## config.mk

```make
export PLATFORM = sky130hd
export DESIGN_NAME = entropy_collector
export DESIGN_NICKNAME = d
export VERILOG_FILES = /design/src/rtl/entc_pkg.sv /design/src/rtl/entc_sync.sv /design/src/rtl/entc_group.sv /design/src/rtl/entc_sampler.sv /design/src/rtl/entc_collector.sv /design/src/rtl/entc_regs.sv /design/src/rtl/entropy_collector.sv
export SDC_FILE = /design/constraint.sdc
export NUM_CORES = 1
export LEC_CHECK = 0
export ABC_AREA = 1
export CAP_MARGIN = 10
export CELL_PAD_IN_SITES_DETAIL_PLACEMENT = 1
export CELL_PAD_IN_SITES_GLOBAL_PLACEMENT = 2
export CORE_MARGIN = 1
export CORE_UTILIZATION = 33
export CTS_BUF_LIST = sky130_fd_sc_hd__clkbuf_4 sky130_fd_sc_hd__clkbuf_8
export DETAILED_ROUTE_END_ITERATION = 10
export GPL_TIMING_DRIVEN = 0
export PLACE_DENSITY_LB_ADDON = 0.1
export SYNTH_ARGS = -nofsm -noshare
export SYNTH_HDL_FRONTEND = slang
export SYNTH_SLANG_ARGS = --single-unit
```

## constraint.sdc

```tcl
create_clock -name clk -period 2.3 [get_ports clk]
set_input_delay 0.46 -clock clk [delete_from_list [all_inputs] [get_ports clk]]
set_output_delay 0.46 -clock clk [all_outputs]
set_load 0.005 [all_outputs]
```

## src/rtl/entc_pkg.sv

```systemverilog
package entc_pkg;

  localparam logic [7:0] ADDR_STATUS = 8'h09;
  localparam logic [7:0] ADDR_WORD   = 8'h20;
  localparam int         BUS_W       = 32;

  typedef enum logic {
    PH_FIRST  = 1'b0,
    PH_SECOND = 1'b1
  } phase_e;

  // Four group reductions over an event pair fold into one entropy bit.
  function automatic logic combine_pair(input logic a_first, input logic b_first,
                                        input logic a_second, input logic b_second);
    return a_first ^ b_first ^ a_second ^ b_second;
  endfunction

  // Status register image: ready in bit 0, everything else zero.
  function automatic logic [BUS_W-1:0] status_image(input logic ready);
    return {{(BUS_W-1){1'b0}}, ready};
  endfunction

endpackage

```

## src/rtl/entc_sync.sv

```systemverilog
module entc_sync #(
  parameter int W = 16
) (
  input  logic         clk,
  input  logic         rst_n,
  input  logic [W-1:0] d_async,
  output logic [W-1:0] d_sync
);

  logic [W-1:0] stage1_q;
  logic [W-1:0] stage2_q;

  always_ff @(posedge clk) begin
    if (!rst_n) begin
      stage1_q <= '0;
      stage2_q <= '0;
    end else begin
      stage1_q <= d_async;
      stage2_q <= stage1_q;
    end
  end

  assign d_sync = stage2_q;

endmodule

```

## src/rtl/entc_group.sv

```systemverilog
module entc_group #(
  parameter int GROUP_SIZE = 16
) (
  input  logic                  clk,
  input  logic                  rst_n,
  input  logic [GROUP_SIZE-1:0] osc,
  input  logic                  capture,
  output logic                  red_now,
  output logic                  red_held
);

  logic [GROUP_SIZE-1:0] osc_sync;
  logic                  held_q;

  entc_sync #(.W(GROUP_SIZE)) u_sync (
    .clk    (clk),
    .rst_n  (rst_n),
    .d_async(osc),
    .d_sync (osc_sync)
  );

  assign red_now = ^osc_sync;

  always_ff @(posedge clk) begin
    if (!rst_n) held_q <= 1'b0;
    else if (capture) held_q <= red_now;
  end

  assign red_held = held_q;

endmodule

```

## src/rtl/entc_sampler.sv

```systemverilog
module entc_sampler
  import entc_pkg::*;
#(
  parameter int SAMPLE_PERIOD = 4096
) (
  input  logic   clk,
  input  logic   rst_n,
  output logic   sample_evt,
  output phase_e phase_q
);

  localparam int CW = (SAMPLE_PERIOD > 1) ? $clog2(SAMPLE_PERIOD) : 1;
  localparam logic [CW-1:0] LAST = CW'(SAMPLE_PERIOD - 1);

  logic [CW-1:0] cnt_q;

  assign sample_evt = (cnt_q == LAST);

  always_ff @(posedge clk) begin
    if (!rst_n) begin
      cnt_q   <= '0;
      phase_q <= PH_FIRST;
    end else begin
      cnt_q <= sample_evt ? '0 : cnt_q + 1'b1;
      if (sample_evt)
        phase_q <= (phase_q == PH_FIRST) ? PH_SECOND : PH_FIRST;
    end
  end

endmodule

```

## src/rtl/entc_collector.sv

```systemverilog
module entc_collector #(
  parameter int WORD_W = 32
) (
  input  logic              clk,
  input  logic              rst_n,
  input  logic              bit_valid,
  input  logic              bit_val,
  input  logic              rd_clear,
  output logic [WORD_W-1:0] word,
  output logic              ready
);

  localparam int READY_BITS = 2 * WORD_W;
  localparam int NW         = $clog2(READY_BITS + 1);
  localparam logic [NW-1:0] FULL = NW'(READY_BITS);

  logic [WORD_W-1:0] word_q;
  logic [NW-1:0]     bits_q;

  function automatic logic [NW-1:0] sat_inc(input logic [NW-1:0] v);
    return (v == FULL) ? v : v + 1'b1;
  endfunction

  always_ff @(posedge clk) begin
    if (!rst_n) begin
      word_q <= '0;
      bits_q <= '0;
    end else begin
      if (bit_valid) word_q <= {word_q[WORD_W-2:0], bit_val};
      if (rd_clear)       bits_q <= bit_valid ? NW'(1) : '0;
      else if (bit_valid) bits_q <= sat_inc(bits_q);
    end
  end

  assign word  = word_q;
  assign ready = (bits_q == FULL);

endmodule

```

## src/rtl/entc_regs.sv

```systemverilog
module entc_regs
  import entc_pkg::*;
(
  input  logic             clk,
  input  logic             rst_n,
  input  logic             cs,
  input  logic             we,
  input  logic [7:0]       addr,
  input  logic [BUS_W-1:0] word,
  input  logic             ready,
  output logic             rd_word,
  output logic [BUS_W-1:0] rdata
);

  logic             rd_any;
  logic [BUS_W-1:0] rdata_q;

  assign rd_any  = cs && !we;
  assign rd_word = rd_any && (addr == ADDR_WORD);

  always_ff @(posedge clk) begin
    if (!rst_n) begin
      rdata_q <= '0;
    end else if (rd_any) begin
      case (addr)
        ADDR_STATUS: rdata_q <= status_image(ready);
        ADDR_WORD:   rdata_q <= word;
        default:     rdata_q <= '0;
      endcase
    end else begin
      rdata_q <= '0;
    end
  end

  assign rdata = rdata_q;

endmodule

```

## src/rtl/entropy_collector.sv

```systemverilog
module entropy_collector
  import entc_pkg::*;
#(
  parameter int SAMPLE_PERIOD = 4096,
  parameter int GROUP_SIZE    = 16
) (
  input  logic                  clk,
  input  logic                  rst_n,
  input  logic [GROUP_SIZE-1:0] osc_grp_a,
  input  logic [GROUP_SIZE-1:0] osc_grp_b,
  input  logic                  cs,
  input  logic                  we,
  input  logic [7:0]            addr,
  output logic [31:0]           rdata
);

  localparam int NGROUPS = 2;
  localparam int WORD_W  = BUS_W;

  logic [NGROUPS-1:0][GROUP_SIZE-1:0] osc_all;
  logic [NGROUPS-1:0]                 red_now;
  logic [NGROUPS-1:0]                 red_held;

  // Named internal events for the bound checker.
  logic              sample_evt;
  phase_e            phase_q;
  logic              bit_valid;
  logic              bit_val;
  logic [WORD_W-1:0] word;
  logic              ready;
  logic              rd_word;

  assign osc_all[0] = osc_grp_a;
  assign osc_all[1] = osc_grp_b;

  entc_sampler #(.SAMPLE_PERIOD(SAMPLE_PERIOD)) u_sampler (
    .clk       (clk),
    .rst_n     (rst_n),
    .sample_evt(sample_evt),
    .phase_q   (phase_q)
  );

  for (genvar g = 0; g < NGROUPS; g++) begin : g_grp
    entc_group #(.GROUP_SIZE(GROUP_SIZE)) u_group (
      .clk     (clk),
      .rst_n   (rst_n),
      .osc     (osc_all[g]),
      .capture (sample_evt && (phase_q == PH_FIRST)),
      .red_now (red_now[g]),
      .red_held(red_held[g])
    );
  end

  assign bit_valid = sample_evt && (phase_q == PH_SECOND);
  assign bit_val   = combine_pair(red_held[0], red_held[1], red_now[0], red_now[1]);

  entc_collector #(.WORD_W(WORD_W)) u_collect (
    .clk      (clk),
    .rst_n    (rst_n),
    .bit_valid(bit_valid),
    .bit_val  (bit_val),
    .rd_clear (rd_word),
    .word     (word),
    .ready    (ready)
  );

  entc_regs u_regs (
    .clk    (clk),
    .rst_n  (rst_n),
    .cs     (cs),
    .we     (we),
    .addr   (addr),
    .word   (word),
    .ready  (ready),
    .rd_word(rd_word),
    .rdata  (rdata)
  );

endmodule

```

==> results of run 1 <==
## report_power, final
part / total [mW] / switching (mW) / internal [mW]
logic: 0.351 / 0.195 / 0.156
registers: 2.68 / 0.0258 / 2.65
clock network: 1.95 / 1.12 / 0.827
## cell usage in the layout, fill, tap and decap left out, types with 2 or more instances in the layout
cell             instances
nand4_1                  3
nor3b_1                  2
clkbuf_1                15
dfxtp_1                150
nor3_1                  35
nor2_1                  29
buf_1                    2
nand3_2                  2
clkinv_4                 2
o21ai_1                 20
ha_1                     3
nand3_1                 17
clkbuf_8                18
xor2_1                   8
nand2_4                  5
xnor2_1                 11
buf_6                    6
clkdlybuf4s50_1         75
or2_2                    2
clkinvlp_4               2
o21ai_0                 17
nand2_1                207
a21oi_1                 43
inv_6                    4
inv_8                    3
nor3_4                   2
clkinv_8                 2
inv_1                  140
## kinds of logic (layout without fill, tap and decap cells)
group,after synthesis,count (layout),share of synthesized area [%]
DFF,150,150,52.9
adders and majority gates,3,3,0.661
xor gates and xnor gates,19,19,2.93
and+or+nand+nor,312,312,24.3
buffers and inverters,167,274,11.9
AOI/OAI and AO/OA,82,82,7.30
## path summary, 6_finish.rpt
kind	from	end	slack, ps	cells past startpoint
setup / recovery	rst_n	g_grp[1].u_group.u_sync.stage1_q[11]$_SDFF_PN0_	290	6
setup reg to reg	u_sampler.cnt_q[0]$_SDFF_PP0_	u_collect.word[12]$_SDFFE_PN0P_	310	9
hold / removal	g_grp[0].u_group.u_sync.stage1_q[0]$_SDFF_PN0_	g_grp[0].u_group.u_sync.d_sync[0]$_SDFF_PN0_	420	2
hold reg to reg	g_grp[0].u_group.u_sync.stage1_q[0]$_SDFF_PN0_	g_grp[0].u_group.u_sync.d_sync[0]$_SDFF_PN0_	420	2
## flip-flops by register name, summed over array words and instances, names as in the netlist
| name | flops |
|---|---|
| g_grp.u_group.u_sync.d_sync | 32 |
| u_collect.word | 32 |
| u_sampler.cnt_q | 12 |
| u_collect.bits_q | 7 |
| u_regs.rdata | 32 |
| u_sampler.phase_q | 1 |
| g_grp.u_group.red_held | 2 |
| g_grp.u_group.u_sync.stage1_q | 32 |
## critical path, delay by kind of cell
family        cells  cell delay [ps]
buf+inv           5             1840
simple gates      1              110
## metrics by stage
stage               util [%]  instances  TNS, ps  power, mW
floorplan                  -        733        0       2.95
global placement        40.1       1028    -4650       3.08
detailed placement      40.1       1028    -5130       3.10
CTS                     42.4       1060        0       5.07
global route            42.4       1060        0       5.23
finish                  42.4       1060        0       4.98
## routing by layer
metal | part of all wire (%) | vias up
li1 | - | 2399
met1 | 46 | 2111
met2 | 50 | 49
met3 | 3.2 | 13
met4 | 1.2 | 0
met5 | 0 | -
## final cells by class
cell class / count / area [um^2]
clock buffer: 18 / 248
multi-input combinational: 416 / 2000
sequential: 150 / 3000
inverter: 142 / 533
fill: 2044 / 9610
buffer: 25 / 144
tap: 220 / 275
timing repair buffer: 75 / 751
clock inverter: 14 / 139
==> flow_summary_export.csv, run 1 <==
group,metric,value,unit
outcome,outcome,"finished, final reports clean",
yosys,netlist_instances,733,
pwr,p_per_area,702,mW/mm^2
clocking,hold_buffers,0,
yosys,synthTopCellsByArea,"dfxtp_1, nand2_1, inv_1",
clocking,clkSlewWorstSetupHoldPaths,90,ps
worst_setup_path,cp_slowest_cell,"clkbuf_1",
run,maxCapViolations,0,
sta,fmax,497,MHz
yosys,synth.top_cells.by_count,"nand2_1, dfxtp_1, inv_1",
yosys,yosysTopAreaCell,"dfxtp_1",
pwr,leakage,3.35,nW
sta,tightest_slew,619,ps
routing,post_drt_via_cell_ratio,4.31,
sta,worst_slack,289,ps
pwr,peakVddDrop,369,uV
sta,grt_setup_unrepaired,"no",
global_route,track_usage,15.3,%
sta,setup_viol,0,
sta,finClkSkew,10.6,ps
place,gp_congestion,0.764,
global_route,met2_usage,27.2,%
global_route,grt_overflow_total,0,
layout,finalInstanceArea,0.00709,mm^2
yosys,syn_area,0.00568,mm^2
yosys,async_flop_share,0,%
routing,first_pass_iters,4,
worst_setup_path,arrival,2420,ps
clocking,clk_latency,460,ps
yosys,synth.most_common_cell,"nand2_1",
yosys,synth.distinct_cells,35,
sta,drv_slew,0,
worst_setup_path,crit_top_cell,"clkbuf_1",
floorplanning,io_pins,76,
place,io_buffers,75,
clocking,clock-sinks,150,
routing,vias,4572,
routing,wirelength,12400,um
worst_setup_path,path_cells,"clkdlybuf4s50_1, clkbuf_1, clkbuf_1, clkbuf_1, nand2_1, inv_1",
yosys,ys_seq_elements,150,
worst_setup_path,crit_path_end_kind,"flip-flop",
clocking,post_cts_resized,0,
worst_setup_path,crit_fanout,10,
sta,holdWs,416,ps
global_route,grt.busiest_layer,"met2",
clocking,clockRootBuffer,"clkbuf_8",
worst_setup_path,path_class,"in -> reg",
floorplanning,rows,47,
clocking,cts_buffers,17,
worst_setup_path,cpPeakStageDelay,490,ps
clocking,post-cts-setup-buffer-count,0,
global_route,grt_pass1_vias,4866,
yosys,netlist.area_leader.share,52.9,%
layout,nNetsFinal,874,
global_route,antenna_found_initial,0,
yosys,ys_warn_count,0,
floorplanning,die_y,133,um
place,hpwl,9350,um
global_route,grt_start_max_net_pins,17,
place,dpl_cell_area,0.00670,mm^2
floorplanning,coreArea,0.0167,mm^2
clocking,clock_path_buffers,2,
floorplanning,dieArea,0.0177,mm^2
global_route,grt_pass1_wl,21700,um
layout,syn_to_final_growth,24.9,%
yosys,synthFlopType,"dfxtp_1",
sta,hold_viol,0,
worst_setup_path,start_kind,"input pin",
yosys,syn_area_per_cell,7.74,um^2
clocking,htree_num_levels,4,
routing,ant_nets,0,
routing,drt-wirelength-per-cell,11.7,um
hold_path,hp-class,"reg -> reg",
yosys,synth_edf_count,0,
place,pre_cts_slack,-296,ps
yosys,seq_area_frac_synth,52.9,%
floorplanning,die_w,133,um
layout,num_antenna_cells,0,
routing,drc,0,
floorplanning,initial_core_util,34.0,%
global_route,gr-usage-met3,4.53,%
layout,drive_above_1_share,6.90,%
worst_setup_path,required,2710,ps
sta,period_needed,2010,ps
sta,period_share,87.4,%
routing,drt-initial-drc-count,157,
clocking,cts_tree,"built",
yosys,syn_nets,780,
global_route,use_met1,17.5,%
sta,slew_headroom,58.7,%
Power figures use the tool's default switching activity.
==> run 2: changes to the inputs <==
- CAP_MARGIN: 10 -> 15
==> results of run 2 <==
No change in the layout: final DEF, timing and power equal those of run 1.
